[src/rtl/unary_alu_pkg.sv]
package unary_alu_pkg;
   localparam int OP_BITS = 4;

   typedef enum logic [OP_BITS-1:0] {
      OP_RR   = 4'd0,
      OP_RL   = 4'd1,
      OP_RRC  = 4'd2,
      OP_SR   = 4'd3,
      OP_SRA  = 4'd4,
      OP_SLB  = 4'd5,
      OP_SRB  = 4'd6,
      OP_DT   = 4'd7,
      OP_INCC = 4'd8,
      OP_DECC = 4'd9,
      OP_COM  = 4'd10,
      OP_COM2 = 4'd11,
      OP_COMC = 4'd12,
      OP_EXT  = 4'd13
   } op_e;

   // Codes at or below this value go to the shift group.
   localparam logic [OP_BITS-1:0] LAST_SHIFT = 4'd6;
   // Codes above this value are reserved.
   localparam logic [OP_BITS-1:0] LAST_OP    = 4'd13;
endpackage

[src/rtl/unary_alu_shift.sv]
module unary_alu_shift
   import unary_alu_pkg::*;
#(
   parameter int W = 16
) (
   input  logic [OP_BITS-1:0] op,
   input  logic [W-1:0]       a,
   input  logic               t_in,
   output logic [W-1:0]       res,
   output logic               t_out
);
   localparam int H = W / 2;

   always_comb begin
      res   = a;
      t_out = t_in;
      case (op_e'(op))
         OP_RR: begin
            res   = {a[0], a[W-1:1]};
            t_out = a[0];
         end
         OP_RL: begin
            res   = {a[W-2:0], a[W-1]};
            t_out = a[W-1];
         end
         OP_RRC: begin
            res   = {t_in, a[W-1:1]};
            t_out = a[0];
         end
         OP_SR: begin
            res   = {1'b0, a[W-1:1]};
            t_out = a[0];
         end
         OP_SRA: begin
            res   = {a[W-1], a[W-1:1]};
            t_out = a[0];
         end
         OP_SLB: begin
            res   = {a[H-1:0], {H{1'b0}}};
            t_out = a[H];
         end
         OP_SRB: begin
            res   = {{H{1'b0}}, a[W-1:H]};
            t_out = a[H-1];
         end
         default: ;
      endcase
   end
endmodule

[src/rtl/unary_alu_arith.sv]
module unary_alu_arith
   import unary_alu_pkg::*;
#(
   parameter int W = 16
) (
   input  logic [OP_BITS-1:0] op,
   input  logic [W-1:0]       a,
   input  logic               t_in,
   input  logic               v_in,
   output logic [W-1:0]       res,
   output logic               t_out,
   output logic               v_out
);
   localparam int H = W / 2;
   localparam logic [W-1:0] MIN_NEG = {1'b1, {(W-1){1'b0}}};

   logic [W-1:0] dec_one;
   logic [W:0]   inc_sum, dec_sum, neg_sum, comc_sum;

   assign dec_one  = a - W'(1);
   assign inc_sum  = {1'b0, a} + {{W{1'b0}}, t_in};
   assign dec_sum  = {1'b0, a} + {1'b0, {W{1'b1}}} + {{W{1'b0}}, t_in};
   assign neg_sum  = {1'b0, ~a} + {{W{1'b0}}, 1'b1};
   assign comc_sum = {1'b0, ~a} + {{W{1'b0}}, t_in};

   always_comb begin
      res   = a;
      t_out = t_in;
      v_out = v_in;
      case (op_e'(op))
         OP_DT: begin
            res   = dec_one;
            t_out = (dec_one == '0);
            v_out = (a == MIN_NEG);
         end
         OP_INCC: begin
            res   = inc_sum[W-1:0];
            t_out = inc_sum[W];
            v_out = ~a[W-1] & inc_sum[W-1];
         end
         OP_DECC: begin
            res   = dec_sum[W-1:0];
            t_out = dec_sum[W];
            v_out = a[W-1] & ~dec_sum[W-1];
         end
         OP_COM: begin
            res   = ~a;
            t_out = (~a == '0);
         end
         OP_COM2: begin
            res   = neg_sum[W-1:0];
            t_out = neg_sum[W];
         end
         OP_COMC: begin
            res   = comc_sum[W-1:0];
            t_out = comc_sum[W];
         end
         OP_EXT: res = {{H{a[H-1]}}, a[H-1:0]};
         default: ;
      endcase
   end
endmodule

[src/rtl/unary_alu.sv]
module unary_alu
   import unary_alu_pkg::*;
#(
   parameter int W       = 16,
   parameter bit REG_OUT = 1'b1
) (
   input  logic               clk,
   input  logic               rst_n,
   input  logic               in_valid,
   input  logic [OP_BITS-1:0] in_op,
   input  logic [W-1:0]       in_a,
   input  logic               in_t,
   input  logic               in_v,
   output logic               out_valid,
   output logic [W-1:0]       out_res,
   output logic               out_t,
   output logic               out_v
);
   if (W < 4 || (W % 2) != 0) begin : g_bad_width
      $error("unary_alu: W must be even and at least 4");
   end

   logic [W-1:0] sh_res, ar_res, nx_res;
   logic         sh_t, ar_t, ar_v, nx_t, nx_v;

   unary_alu_shift #(.W(W)) u_shift (
      .op(in_op), .a(in_a), .t_in(in_t), .res(sh_res), .t_out(sh_t)
   );

   unary_alu_arith #(.W(W)) u_arith (
      .op(in_op), .a(in_a), .t_in(in_t), .v_in(in_v),
      .res(ar_res), .t_out(ar_t), .v_out(ar_v)
   );

   always_comb begin
      if (in_op <= LAST_SHIFT) begin
         nx_res = sh_res;
         nx_t   = sh_t;
         nx_v   = in_v;
      end else if (in_op <= LAST_OP) begin
         nx_res = ar_res;
         nx_t   = ar_t;
         nx_v   = ar_v;
      end else begin
         nx_res = in_a;
         nx_t   = in_t;
         nx_v   = in_v;
      end
   end

   if (REG_OUT) begin : g_reg
      always_ff @(posedge clk or negedge rst_n) begin
         if (!rst_n) begin
            out_valid <= 1'b0;
            out_res   <= '0;
            out_t     <= 1'b0;
            out_v     <= 1'b0;
         end else begin
            out_valid <= in_valid;
            if (in_valid) begin
               out_res <= nx_res;
               out_t   <= nx_t;
               out_v   <= nx_v;
            end
         end
      end
   end else begin : g_comb
      assign out_valid = in_valid;
      assign out_res   = nx_res;
      assign out_t     = nx_t;
      assign out_v     = nx_v;
   end
endmodule

[config.mk]
export PLATFORM = sky130hd
export DESIGN_NAME = unary_alu
export DESIGN_NICKNAME = d
export VERILOG_FILES = /design/src/rtl/unary_alu_pkg.sv /design/src/rtl/unary_alu_shift.sv /design/src/rtl/unary_alu_arith.sv /design/src/rtl/unary_alu.sv
export SDC_FILE = /design/constraint.sdc
export NUM_CORES = 1
export LEC_CHECK = 0
export ABC_AREA = 1
export BUFFER_PORTS_ARGS = -buffer_cell sky130_fd_sc_hd__clkbuf_2
export CAP_MARGIN = 20
export CORE_ASPECT_RATIO = 0.5
export CORE_MARGIN = 2
export CORE_UTILIZATION = 35
export CTS_CLUSTER_SIZE = 25
export DETAILED_ROUTE_END_ITERATION = 10
export HOLD_SLACK_MARGIN = 0.06
export SLEW_MARGIN = 20
export SYNTH_ARGS = -nofsm -noshare
export SYNTH_HDL_FRONTEND = slang
export SYNTH_SLANG_ARGS = --single-unit
[constraint.sdc]
create_clock -name clk -period 1.85 [get_ports clk]
set_clock_uncertainty 0.2 [all_clocks]
set_input_delay 0.0925 -clock clk [delete_from_list [all_inputs] [get_ports clk]]
set_output_delay 0.0925 -clock clk [all_outputs]
set_load 0.02 [all_outputs]
Word level (Yosys, flattened, before mapping) --
Cells that the tools add are included.
Word-level totals: register bits after elaboration 19, word-level logic and storage cells 46
Cells by class: reduce and logical (&&, ||, !) cells 4, bitwise gates (word level) 5, mux-type cells 11, $add $sub $neg 6, order comparisons 2, equality and inequality tests 14
Operators with widths (number):
- $pmux 16 s7 | 2
- $add 16x1->17 | 2
- $logic_not 16->1 | 2
- $mux 16 | 2
- $eq 4x4->1 const B | 6
- $add 16x1->17 const B | 1
- $add 16x16->17 const B | 1
- $add 17x1->17 | 1
- $eq 16x16->1 const B | 1
- $eq 4x3->1 const B | 4
- $not 16->16 | 1
- $sub 16x1->16 const B | 1
- $eq 4x2->1 const B | 2
- $pmux 1 s6 | 1
- $eq 4x1->1 const B | 1
- $le 4x3->1 const B | 1
- $le 4x4->1 const B | 1
- $logic_not 4->1 | 1
- $mux 1 | 4
- $pmux 1 s4 | 1
- $reduce_or 4->1 | 1
- $pmux 1 s3 | 1
- $and 1x1->1 | 2
- $not 1->1 | 2

Depth between registers and ports, before layout --
Gate-level depths: netlist of the first run.
depth in word-level cells 7, mapped depth 14

Modules after synthesis --
Synthesis of the first run repeated with hierarchy kept, for this count alone.
Second synthesis, totals: cell total of the unflattened synthesis 802, area total of the unflattened synthesis 4488.1 µm²
Modules (own cells, without submodules):
- unary_alu_arith | cells an instance 457, area each 2368.5 µm², instances 1
- unary_alu | cells an instance 182, area each 1381.3 µm², instances 1
- unary_alu_shift | cells an instance 163, area each 738.2 µm², instances 1

Worst setup path before layout of the first run --
OpenSTA, ideal clock, no wires.
path kind input -> register, from in in_a[0], to reg out_res[15], path slack -0.056 ns, stages 13, path buffers 0, data arrival time 1.572 ns, cell sequence inv_1 > ha_1 > nand2_1 > nor2_1 > nand2_1 > nor3_1 > ha_1 > nand2_1 > o21ai_0 > nor3_1 > nand4_1 > nand3_1 > a21oi_1
On the way: word-level cells in the longest chain between the ends 5, elaborated cells between the ends (all ways) 11, classes of those cells add/sub (6); mux (4); bitwise (1)
Ends and longest elaborated chain:
- start, declared | RTL line unary_alu.sv:11 | input logic [W-1:0] in_a,
- $add 16x16->17 / $not 16->16 (equally long branches) | RTL line unary_alu_arith.sv:22, unary_alu_arith.sv:23, unary_alu_arith.sv:24
- $add 17x1->17, or another cell as far along | RTL line unary_alu_arith.sv:22 | assign dec_sum = {1'b0, a} + {1'b0, {W{1'b1}}} + {{W{1'b0}}, t_in};
- $pmux 16 s7 | RTL line unary_alu_arith.sv:30 | case (op_e'(op))
- $mux 16 | RTL line unary_alu.sv:40 | end else if (in_op <= LAST_OP) begin
- $mux 16 * | RTL line unary_alu.sv:36 | if (in_op <= LAST_SHIFT) begin
- end signal, assigned | RTL line unary_alu.sv:61 | out_res <= nx_res;
- end, declared | RTL line unary_alu.sv:15 | output logic [W-1:0] out_res,
Every way passes the cells marked *; elsewhere a longest branch is shown, timed or not. A chain may end at the register's enable or synchronous reset.

Final worst setup path of the first run --
from in in_a[0], to reg out_res[8]
Same word-level chain as after synthesis.

==> results.json, run 1 <==
{
  "cts.sinks": 19,
  "ys_types": 41,
  "netlist.area_leader.share_pct": 18.3,
  "synth_ff_type": "dfrtp_1",
  "p_sw_mw": 0.796,
  "dr.pass1.iters": 5,
  "max_stage_delay_ns": 0.23,
  "portBuffers": 43,
  "ios": 44,
  "synth_area_leader_cell": "nand2_1",
  "dp_cells": 859,
  "peakVddDrop_v": 0.000285,
  "finalWirelength_um": 15100,
  "cts_tree": "built",
  "async_flop_share_pct": 100,
  "cts_root_buffer": "clkbuf_16",
  "core_area_sq_mm": 0.00932,
  "critical_path_arrival_ns": 1.73,
  "rsz0062_at_grt": "true",
  "ys_seq_area_share_pct": 14.4,
  "synth_edf_count": 0,
  "crit_type": "input pin to flip-flop",
  "met1_length_um": 6950,
  "area_delta_synth_final_pct": 48.3,
  "drt_iter0_drc": 457,
  "critPathBufInv": 3,
  "crit_fanout": 4,
  "syn_avg_cell_area_sq_um": 5.49,
  "slew_violations": 0,
  "synth_warnings": 0,
  "clock.fmax_mhz": 557,
  "finalWorstSetupSlack_ns": 0.0537,
  "setup_violations": 0,
  "yosysMostFrequentCell": "nand2_1",
  "design_area_sq_mm": 0.00490,
  "final_nets": 786,
  "cts_max_path_buffers": 2,
  "switching_share_pct": 41.0,
  "synth-seq-cells": 19,
  "cp-start-kind": "input pin",
  "grt_use_total_pct": 29.1,
  "dr_total_vias": 4815,
  "grt_pass1_vias": 4279,
  "fin_setup_tns_ns": 0,
  "synth_nets": 639,
  "hold_class": "input pin to asynchronous set/reset pin",
  "num_antenna_cells": 0,
  "finalWeightedCongestion": 1.02,
  "clkPwrFrac_pct": 22.4,
  "clk_latency_ns": 0.25,
  "p_seq_share_pct": 25.7,
  "total_power_mw": 1.94,
  "maxCapViolCount": 0,
  "final_antenna_net_count": 0,
  "antenna_found_initial": 0,
  "wl_per_cell_um": 17.3,
  "combPwrFrac_pct": 51.9,
  "dpl_cell_area_sq_mm": 0.00448,
  "wl_met3_um": 2040,
  "h-tree-depth": 1,
  "layout_min_cycle_time_ns": 1.80,
  "drive_gt1_share_pct": 32.6,
  "critPathTopFamily": "simple AND/OR/NAND/NOR gates",
  "critPathMostFrequentCell": "nand2_1",
  "grt_pass1_wl_um": 23200,
  "start_util_pct": 35.5,
  "leakage_nw": 2.27,
  "min_period_over_period_pct": 97.1,
  "synth_area_leaders": "nand2_1 (18%), dfrtp_1 (14%), nand3_1 (10%)",
  "path_cells": "buf_6 -> clkinvlp_4 -> buf_4 -> ha_1 -> ha_2 -> nand2_4 -> nor2_4 -> nand2_1 -> nand3_1 -> nand2_1 -> nor2_1 -> nand3_1 -> nand2_1 -> a21oi_1",
  "hold_violations": 0,
  "die_height_um": 72.7,
  "fillCellCount": 971,
  "cp.required_ns": 1.78,
  "path_clk_slew_ns": 0.05,
  "grt_max_degree": 20,
  "status": "complete, no violations",
  "cts_made_buffers": 3,
  "synthTopCellsByCount": "nand2_1 (161), nor2_1 (74), nand3_1 (67)",
  "vias_per_cell": 5.53,
  "fin_util_pct": 52.6,
  "tightest_slew_ns": 0.556,
  "die-area_sq_mm": 0.0103,
  "postSynthCellCount": 603,
  "rows": 25,
  "drc": 0,
  "power.internal_mw": 1.15,
  "relSlewSlack_pct": 62.0,
  "die_x_um": 141,
  "hpwl_um": 12100,
  "power_density_mw_per_mm2": 396,
  "wl_met2_um": 5870,
  "hold_slack_ns": 0.121,
  "cp-end-kind": "flip-flop",
  "top_layer": "met4",
  "r2r_setup_slack_ns": 0.97,
  "crit_slowest_cell": "ha_2",
  "gr-total-overflow": 0,
  "synth_area_sq_mm": 0.00331,
  "pre_cts_slack_ns": -0.370,
  "final_cells": 870
}
==> cell usage in the layout (no fill, tap or decap), types with 10 or more instances in the layout <==
| master | count |
|---|---|
| inv_1 | 42 |
| nand4_1 | 14 |
| nand2_1 | 149 |
| clkbuf_2 | 40 |
| nor2_1 | 64 |
| inv_2 | 10 |
| o21ai_0 | 51 |
| nand2_2 | 12 |
| a21oi_1 | 30 |
| nand3_1 | 64 |
| dfrtp_1 | 19 |
| buf_4 | 116 |
| o21ai_1 | 17 |
| nor2_4 | 16 |
==> routing by layer <==
| layer | track usage [%] | up-vias |
|---|---|---|
| met1 | 42.5 | 2196 |
| met5 | 0 | - |
| met4 | 5.44 | 0 |
| li1 | - | 2326 |
| met3 | 8.99 | 26 |
| met2 | 42.3 | 267 |
==> registers in the layout, indices dropped and copies added (netlist names) <==
signal,flops
out_res,16
out_v,1
out_t,1
out_valid,1
==> cells by family after synthesis <==
kind of cell | synth area share [%]
XOR/XNOR | 1.59
AND/OR/NAND/NOR | 47.4
buffers and inverters | 10.7
AO/OA/AOI/OAI | 21.7
adder cells (fa/ha/maj) | 4.16
flip-flops | 14.4
==> path summary, 6_finish.rpt <==
| kind | from | to | cells past startpoint |
|---|---|---|---|
| worst max register to register | out_res[7] | out_res[7] | 2 |
| min in group clk | in_a[14] | out_res[13] | 4 |
| worst min register to register | out_res[0] | out_res[0] | 2 |
| max in group asynchronous | rst_n | out_res[13] | 2 |
| worst max-delay path | in_a[0] | out_res[8] | 14 |
| worst min-delay path | rst_n | out_res[4] | 2 |
==> area by class of cell <==
type                            count  area (sq um)  share of cell area [%]
Sequential cell                    19           475                    9.69
Multi-Input combinational cell    502          2760                    56.3
Timing Repair Buffer              167          1220                    24.9
Clock buffer                        4          78.8                    1.61
Inverter                           57           220                    4.49
Tap cell                          121           151                    3.09
==> timing repair <==
action                                  4_1_cts  5_1_grt
gates resized for setup                       4       77
hold buffers                                  3        0
endpoints found under the setup margin        5       13
buffers inserted                              0        4
pin swaps                                     1       26
hold endpoints to repair                     21        0
==> power by group through the flow <==
stage                     Sequential (mW)  Combinational, mW  Clock [mW]
after global routing                0.506               1.09       0.472
after global placement              0.505              0.906           0
after floorplan                     0.575              0.408           0
final                               0.500               1.01       0.436
after detailed placement            0.507              0.911           0
after CTS                           0.500              0.921       0.445
==> worst register-to-register path: cells and delay by family, from the launching register on <==
| family | cells | cell delay (ns) |
|---|---|---|
| flops | 1 | 0.37 |
| simple gates | 1 | 0.12 |
| compound gates | 1 | 0.07 |
Note: power is estimated with default switching activity, not from simulation.
==> run 2: changes to the inputs <==
- CORE_UTILIZATION: 35 -> 55
- PLACE_DENSITY: not set -> 0.77
- REMOVE_ABC_BUFFERS: not set -> 1
- SKIP_LAST_GASP: not set -> 1
==> results.json, run 2 (synthesis gave the netlist of run 1 again) <==
{
  "cts_tree": "built",
  "drc": 0,
  "critPathMostFrequentCell": "nand3_1",
  "clk_latency_ns": 0.25,
  "peakVddDrop_v": 0.000435,
  "start_util_pct": 58.7,
  "finalWeightedCongestion": 1.09,
  "dp_cells": 808,
  "hold_violations": 0,
  "ios": 44,
  "wl_per_cell_um": 19.2,
  "critPathBufInv": 3,
  "cts_max_path_buffers": 2,
  "drive_gt1_share_pct": 30.6,
  "setup_violations": 0,
  "crit_slowest_cell": "ha_1",
  "clock.fmax_mhz": 548,
  "grt_pass1_wl_um": 22700,
  "final_cell_mix": "nand2_1 (154), buf_4 (112), nand3_1 (66)",
  "finalWirelength_um": 15700,
  "hold_class": "input pin to flip-flop",
  "path_cells": "clkbuf_2 -> buf_4 -> ha_1 -> ha_1 -> nand2_2 -> inv_2 -> nand2_1 -> a21oi_2 -> nand3_1 -> nand2_1 -> nand3_1 -> nand3_1 -> a21oi_2",
  "hold_depth": 4,
  "cp-start-kind": "input pin",
  "multi_input_comb_area_sq_mm": 0.00266,
  "hpwl_um": 11900,
  "maxCapViolCount": 0,
  "fillCellCount": 395,
  "final_nets": 781,
  "largest_reg_flops": 16,
  "cp-end-kind": "flip-flop",
  "final_common_cell": "nand2_1",
  "max_stage_delay_ns": 0.22,
  "total_power_mw": 1.93,
  "power_density_mw_per_mm2": 412,
  "path_clk_slew_ns": 0.06,
  "dr_total_vias": 5254,
  "layout_min_cycle_time_ns": 1.83,
  "vias_per_cell": 6.43,
  "area_delta_synth_final_pct": 41.6,
  "leakage_nw": 2.19,
  "grt_use_total_pct": 45.0,
  "hold_slack_ns": 0.123,
  "reg2reg_depth": 2,
  "status": "complete, no violations",
  "gr-total-overflow": 0,
  "slew_violations": 0,
  "cp.required_ns": 1.78,
  "path_depth": 13,
  "relSlewSlack_pct": 65.3,
  "cts.sinks": 19,
  "grt_max_degree": 20,
  "critical_path_arrival_ns": 1.76,
  "core_area_sq_mm": 0.00563,
  "grt_pass1_vias": 4440,
  "num_antenna_cells": 0,
  "die-area_sq_mm": 0.00669,
  "drt_iter0_drc": 993,
  "crit_fanout": 5,
  "critPathTopFamily": "simple AND/OR/NAND/NOR gates",
  "final_cells": 817,
  "tightest_slew_ns": 0.519,
  "fin_util_pct": 83.2,
  "rows": 19,
  "rsz0062_at_grt": "true",
  "final_antenna_net_count": 0,
  "dr.pass1.iters": 7,
  "min_period_over_period_pct": 98.7,
  "h-tree-depth": 1,
  "die_x_um": 114,
  "cts_root_buffer": "clkbuf_16",
  "antenna_found_initial": 0,
  "largest-register": "out_res",
  "crit_type": "input pin to flip-flop",
  "cts_made_buffers": 3,
  "seqCellArea_sq_um": 475,
  "portBuffers": 43,
  "die_height_um": 58.8
}
run 2: final timing paths:
path                                  from           to  slack (ns)
worst max-delay path                  in_t   out_res[6]        0.02
worst min-delay path              in_a[15]  out_res[14]        0.12
worst max register to register  out_res[6]   out_res[6]        0.93
worst min register to register  out_res[4]   out_res[4]        0.28
max in group asynchronous            rst_n   out_res[5]        0.94
min in group asynchronous            rst_n  out_res[14]        0.16
run 2: final cells by class:
type	count	share of cell area [%]
clock buffers	4	1.68
repair buffers	162	24.8
flip-flops and latches	19	10.1
multi-input cells	502	56.8
inverters	57	4.70
well taps	73	1.95
run 2: power by group:
| part | total (mW) | internal [mW] | switching, mW |
|---|---|---|---|
| clock network | 0.464 | 0.294 | 0.170 |
| logic | 0.963 | 0.350 | 0.614 |
| registers | 0.504 | 0.471 | 0.0333 |
run 2: tightest hold or removal path, cell delays in order:
cell and delay, ns:
clkbuf_2 0.10, buf_4 0.14, a211oi_1 0.08, a21oi_1 0.13
run 2: what timing repair did:
item	CTS	global route
resized for setup	5	52
setup endpoints to repair	3	12
hold endpoints to repair	21	0
hold buffers	3	0
pin swaps	0	8
setup buffers	0	2
run 2: layer usage:
layer | part of all wire (%) | track usage, % | wire length [um]
met1 | 39 | 62.2 | 6090
met2 | 38 | 64.7 | 5900
met3 | 19 | 18.7 | 2930
met4 | 5.0 | 12.0 | 791
met5 | 0 | 0 | 0
run 2: through the flow:
step                      setup WS, ns  cell area (sq um)  setup TNS [ns]
final                           0.0242               4690               0
after global routing           -0.0539               4690          -0.153
after CTS                      -0.0205               4490         -0.0205
after detailed placement        -0.307               4370           -2.35
after global placement          -0.261               4370           -1.42
after floorplan                -0.0689               3170         -0.0689
